`config.mk`:
```
export PLATFORM = sky130hd
export DESIGN_NAME = addr_win_decoder
export DESIGN_NICKNAME = d
export VERILOG_FILES = /design/src/rtl/addr_win_pkg.sv /design/src/rtl/addr_win_regs.sv /design/src/rtl/addr_win_match.sv /design/src/rtl/addr_win_decoder.sv
export SDC_FILE = /design/constraint.sdc
export NUM_CORES = 1
export LEC_CHECK = 0
export CORE_MARGIN = 4
export CORE_UTILIZATION = 45
export CTS_CLUSTER_DIAMETER = 50
export DETAILED_ROUTE_END_ITERATION = 16
export DONT_BUFFER_PORTS = 1
export GPL_ROUTABILITY_DRIVEN = 0
export HOLD_SLACK_MARGIN = 0.05
export PLACE_DENSITY_LB_ADDON = 0.12
export SYNTH_ARGS = -nofsm -noshare
export SYNTH_HDL_FRONTEND = slang
export SYNTH_HIERARCHICAL = 1
export SYNTH_SLANG_ARGS = --single-unit
```
`constraint.sdc`:
```
create_clock -name clk -period 5.5 [get_ports clk]
set_input_delay 0 -clock clk [delete_from_list [all_inputs] [get_ports clk]]
set_output_delay 0 -clock clk [all_outputs]
set_load 0.05 [all_outputs]
```
`src/rtl/addr_win_pkg.sv`:
```
package addr_win_pkg;

    localparam int ADDR_W   = 32;
    localparam int PAGE_W   = 16;
    localparam int WORD_W   = 6;
    localparam logic [3:0] TGT_NONE = 4'hF;

    typedef enum logic [1:0] {
        REG_CTRL  = 2'd0,
        REG_BASE  = 2'd1,
        REG_RMLO  = 2'd2,
        REG_RMHI  = 2'd3
    } reg_sel_e;

    typedef struct packed {
        logic [PAGE_W-1:0] mask;
        logic [7:0]        attr;
        logic [3:0]        tgt;
        logic              en;
    } win_ctrl_t;

    typedef struct packed {
        logic              hit;
        logic              miss;
        logic [3:0]        tgt;
        logic [7:0]        attr;
        logic [ADDR_W-1:0] xaddr;
        logic [ADDR_W-1:0] xhi;
    } lk_out_t;

endpackage

```
`src/rtl/addr_win_regs.sv`:
```
module addr_win_regs
    import addr_win_pkg::*;
#(
    parameter int NUM_WIN   = 8,
    parameter int NUM_REMAP = 2
) (
    input  logic                                clk,
    input  logic                                rst_n,
    input  logic                                cfg_req,
    input  logic                                cfg_wr,
    input  logic [WORD_W-1:0]                   cfg_word,
    input  logic [ADDR_W-1:0]                   cfg_wdata,
    output logic [ADDR_W-1:0]                   cfg_rdata,
    output logic                                cfg_err,
    output win_ctrl_t [NUM_WIN-1:0]             ctrl_o,
    output logic [NUM_WIN-1:0][PAGE_W-1:0]      base_o,
    output logic [NUM_WIN-1:0][PAGE_W-1:0]      rmlo_o,
    output logic [NUM_WIN-1:0][ADDR_W-1:0]      rmhi_o
);

    localparam int IDX_W = WORD_W - 2;

    typedef struct packed {
        win_ctrl_t [NUM_WIN-1:0]        ctrl;
        logic [NUM_WIN-1:0][PAGE_W-1:0] base;
        logic [NUM_WIN-1:0][PAGE_W-1:0] rmlo;
        logic [NUM_WIN-1:0][ADDR_W-1:0] rmhi;
        logic [ADDR_W-1:0]              rdata;
        logic                           err;
    } regs_t;

    regs_t r_d, r_q;

    logic [IDX_W-1:0] idx;
    reg_sel_e         sel;
    logic             in_range;

    assign idx      = cfg_word[WORD_W-1:2];
    assign sel      = reg_sel_e'(cfg_word[1:0]);
    assign in_range = (int'(idx) < NUM_WIN);

    always_comb begin
        r_d       = r_q;
        r_d.err   = 1'b0;
        r_d.rdata = '0;
        if (cfg_req) begin
            r_d.err = !in_range;
            for (int w = 0; w < NUM_WIN; w++) begin
                if (in_range && idx == IDX_W'(w)) begin
                    // read returns the value held before a same-cycle write
                    unique case (sel)
                        REG_CTRL: r_d.rdata = {r_q.ctrl[w].mask, r_q.ctrl[w].attr,
                                               r_q.ctrl[w].tgt, 3'b000, r_q.ctrl[w].en};
                        REG_BASE: r_d.rdata = {r_q.base[w], {PAGE_W{1'b0}}};
                        REG_RMLO: r_d.rdata = (w < NUM_REMAP) ?
                                              {r_q.rmlo[w], {PAGE_W{1'b0}}} : '0;
                        REG_RMHI: r_d.rdata = (w < NUM_REMAP) ? r_q.rmhi[w] : '0;
                    endcase
                    if (!cfg_wr) begin
                        // rdata already set above
                    end else begin
                        r_d.rdata = '0;
                        unique case (sel)
                            REG_CTRL: begin
                                r_d.ctrl[w].mask = cfg_wdata[31:16];
                                r_d.ctrl[w].attr = cfg_wdata[15:8];
                                r_d.ctrl[w].tgt  = cfg_wdata[7:4];
                                r_d.ctrl[w].en   = cfg_wdata[0];
                            end
                            REG_BASE: r_d.base[w] = cfg_wdata[31:16];
                            REG_RMLO: if (w < NUM_REMAP) r_d.rmlo[w] = cfg_wdata[31:16];
                            REG_RMHI: if (w < NUM_REMAP) r_d.rmhi[w] = cfg_wdata;
                        endcase
                    end
                end
            end
        end
    end

    always_ff @(posedge clk or negedge rst_n) begin
        if (!rst_n) r_q <= '0;
        else        r_q <= r_d;
    end

    assign cfg_rdata = r_q.rdata;
    assign cfg_err   = r_q.err;
    assign ctrl_o    = r_q.ctrl;
    assign base_o    = r_q.base;
    assign rmlo_o    = r_q.rmlo;
    assign rmhi_o    = r_q.rmhi;

endmodule

```
`src/rtl/addr_win_match.sv`:
```
module addr_win_match
    import addr_win_pkg::*;
(
    input  logic [PAGE_W-1:0] page,
    input  logic [PAGE_W-1:0] mask,
    input  logic [PAGE_W-1:0] base,
    input  logic              en,
    output logic              hit
);

    always_comb begin
        hit = en && ((page & ~mask) == (base & ~mask));
    end

endmodule

```
`src/rtl/addr_win_decoder.sv`:
```
module addr_win_decoder
    import addr_win_pkg::*;
#(
    parameter int NUM_WIN   = 8,
    parameter int NUM_REMAP = 2
) (
    input  logic              clk,
    input  logic              rst_n,
    input  logic              cfg_req,
    input  logic              cfg_wr,
    input  logic [5:0]        cfg_word,
    input  logic [31:0]       cfg_wdata,
    output logic [31:0]       cfg_rdata,
    output logic              cfg_err,
    input  logic              lk_valid,
    input  logic [31:0]       lk_addr,
    output logic              lk_hit,
    output logic              lk_miss,
    output logic [3:0]        lk_tgt,
    output logic [7:0]        lk_attr,
    output logic [31:0]       lk_xaddr,
    output logic [31:0]       lk_xaddr_hi
);

    win_ctrl_t [NUM_WIN-1:0]        ctrl;
    logic [NUM_WIN-1:0][PAGE_W-1:0] base;
    logic [NUM_WIN-1:0][PAGE_W-1:0] rmlo;
    logic [NUM_WIN-1:0][ADDR_W-1:0] rmhi;
    logic [NUM_WIN-1:0]             win_hit;

    addr_win_regs #(
        .NUM_WIN   (NUM_WIN),
        .NUM_REMAP (NUM_REMAP)
    ) u_regs (
        .clk       (clk),
        .rst_n     (rst_n),
        .cfg_req   (cfg_req),
        .cfg_wr    (cfg_wr),
        .cfg_word  (cfg_word),
        .cfg_wdata (cfg_wdata),
        .cfg_rdata (cfg_rdata),
        .cfg_err   (cfg_err),
        .ctrl_o    (ctrl),
        .base_o    (base),
        .rmlo_o    (rmlo),
        .rmhi_o    (rmhi)
    );

    for (genvar g = 0; g < NUM_WIN; g++) begin : g_win
        addr_win_match u_match (
            .page (lk_addr[ADDR_W-1:PAGE_W]),
            .mask (ctrl[g].mask),
            .base (base[g]),
            .en   (ctrl[g].en),
            .hit  (win_hit[g])
        );
    end

    lk_out_t out_d, out_q;
    logic    found;

    always_comb begin
        out_d     = '0;
        out_d.tgt = TGT_NONE;
        found     = 1'b0;
        if (lk_valid) begin
            for (int w = 0; w < NUM_WIN; w++) begin
                if (!found && win_hit[w]) begin
                    found      = 1'b1;
                    out_d.tgt  = ctrl[w].tgt;
                    out_d.attr = ctrl[w].attr;
                    if (w < NUM_REMAP) begin
                        out_d.xaddr = {rmlo[w], lk_addr[PAGE_W-1:0]};
                        out_d.xhi   = rmhi[w];
                    end else begin
                        out_d.xaddr = lk_addr;
                    end
                end
            end
            out_d.hit  = found;
            out_d.miss = !found;
        end
    end

    always_ff @(posedge clk or negedge rst_n) begin
        if (!rst_n) out_q <= '{hit: 1'b0, miss: 1'b0, tgt: TGT_NONE, attr: '0,
                               xaddr: '0, xhi: '0};
        else        out_q <= out_d;
    end

    assign lk_hit      = out_q.hit;
    assign lk_miss     = out_q.miss;
    assign lk_tgt      = out_q.tgt;
    assign lk_attr     = out_q.attr;
    assign lk_xaddr    = out_q.xaddr;
    assign lk_xaddr_hi = out_q.xhi;

endmodule

```
==> impl_metrics.tcl <==
set metrics [dict create \
    status "complete, but fails checks" \
    failed_checks "hold timing, slew limit" \
    endpoint_kind "flop" \
    drc_errors 0 \
    placed_area_um2 28300 \
    cp_top_family "simple AND/OR/NAND/NOR gates" \
    holdWs_ns -0.891 \
    worst_pin_slew_ns 1.86 \
    final_core_util_pct 52.0 \
    drt_iter0_drc 1876 \
    fin_nets 2326 \
    cts_num_sinks 567 \
    die-height_um 258 \
    clk_latency_ns 0.62 \
    max_clock_freq_mhz 255 \
    p_per_area_nw_per_um2 335 \
    max_stage_delay_ns 0.89 \
    antenna_found_initial 6 \
    cts.clk_slew.worst_paths_ns 0.06 \
    pre_cts_slack_ns 1.89 \
    reg2regPathDepth 9 \
    critPathKind "reg2reg" \
    synth_cells 2241 \
    fin_ws_ns 1.58 \
    hold_buffers 103 \
    tns_ns 0 \
    maxCapViolations 0 \
    grt_max_degree 568 \
    cp_slowest_cell "and4_1" \
    drtAntennaViolNets 0 \
    start_util_pct 45.5 \
    grt_use_total_pct 26.9 \
    post_cts_resize_count 0 \
    leakage_nw 14.3 \
    drive_above_1_share_pct 29.9 \
    drt-total-wl_um 90500 \
    syn_nets 2316 \
    syn_area_um2 28100 \
    die_area_um2 66500 \
    ioPinCount 186 \
    finalNonFillerCells 3152 \
    numPortBuffers 0 \
    cts-buffers-inserted 75 \
    critPathLaunchType "flop" \
    ir_worst_vdd_v 0.000189 \
    arrival_ns 4.47 \
    grt_overflow 0 \
    dp_cells 2908 \
    power_mw 10.7 \
    hpwlAfterDp_um 55800 \
    worst-path-buf-inv 1 \
    cp_cell_sequence "xnor2_1, o22ai_1, nor2_1, and4_1, nor2_1, and2_1, a21boi_2, and2_1, dlygate4sd3_1" \
    rsz0062_at_grt "no" \
    first_pass_iters 6 \
    slew_headroom_pct -24.0 \
    path_depth 9 \
    grt_pass1_vias 19600 \
    post_drt_wl_per_cell_um 28.7 \
    maxSlewViolCount 235 \
    core_um2 61700 \
    final_hold_viol_count 563 \
    hp-class "in2async" \
    fin_skew_ns 0.0216 \
    via_count 19300 \
    syn_avg_cell_area_um2 12.5 \
    fin_crit_ns 3.92 \
    clock_path_buffers 3 \
    post_cts_buffers 0 \
    setup_viol 0 \
    synth_warnings 6 \
    root_buffer "clkbuf_16" \
    area_growth_pct 14.2 \
    cts_tree "done" \
    crit_path_max_fanout 19 \
    fin_crit_sh_pct 71.3 \
    fin_area_um2 32100 \
    critPathRequiredTime_ns 6.05 \
    grt_pass1_wl_um 134000 \
    die_w_um 258 \
    htree_num_levels 3 \
    rows 91 \
    viasPerCell 6.11 \
]
[power by group]
part / total (mW) / switching, mW / internal [mW]
registers: 4.72 / 0.264 / 4.46
clock network: 5.10 / 1.90 / 3.20
logic: 0.919 / 0.418 / 0.502
total: 10.7 / 2.58 / 8.16
[cell type report]
cell class,instances,area (um^2)
multi-input combinational,1475,12900
clock inverter,25,308
antenna,2,5.00
sequential,567,14200
timing repair buffer,127,1280
fill,5384,29600
tap,837,1050
inverter,5,18.8
clock buffer,114,2320
[registers in the layout, summed over array words and instances (netlist names)]
signal            flops
lk_tgt                4
lk_attr               8
u_regs/cfg_rdata     32
lk_xaddr             32
u_regs/rmhi_o        64
u_regs/cfg_err        1
u_regs/ctrl_o       232
lk_miss               1
u_regs/rmlo_o        32
lk_hit                1
lk_xaddr_hi          32
u_regs/base_o       128
[worst paths after layout]
check,slack (ns),to,from
setup / recovery,1.58,lk_xaddr[5],u_regs/base_o[21]
hold / removal,-0.89,lk_xaddr_hi[21],rst_n
setup reg to reg,1.58,lk_xaddr[5],u_regs/base_o[21]
hold reg to reg,0.50,u_regs/ctrl_o[111],u_regs/ctrl_o[111]
max in group asynchronous,4.92,u_regs/ctrl_o[178],rst_n
min in group clk,0.08,lk_xaddr[8],lk_addr[8]
[cells in the final DEF, fill, tap and decap left out, drive strengths merged, types with 5 or more instances in the layout]
master / n
clkinv: 12
mux2: 497
xnor2: 128
nand3b: 7
nor2: 60
nand2b: 5
a222oi: 28
o2bb2ai: 12
a211oi: 36
and3: 5
a21oi: 93
nor4b: 5
dfrtp: 563
nand2: 91
inv: 8
dlygate4sd3: 98
o22ai: 77
o2111ai: 12
bufinv: 6
a22o: 12
nor3: 24
o21ai: 66
mux4: 30
nand3: 14
and4: 8
o221ai: 8
nor2b: 64
and2: 25
mux2i: 49
a211o: 12
clkbuf: 114
buf: 29
a22oi: 64
[routing by layer]
layer | track usage (%) | routed length [um] | up-vias
met2 | 39.3 | 39200 | 755
met4 | 7.16 | 2060 | 10
li1 | - | - | 8298
met5 | 0 | 69 | -
met1 | 39.0 | 40600 | 10100
met3 | 8.36 | 8590 | 130
(Power assumes the default switching activity.)
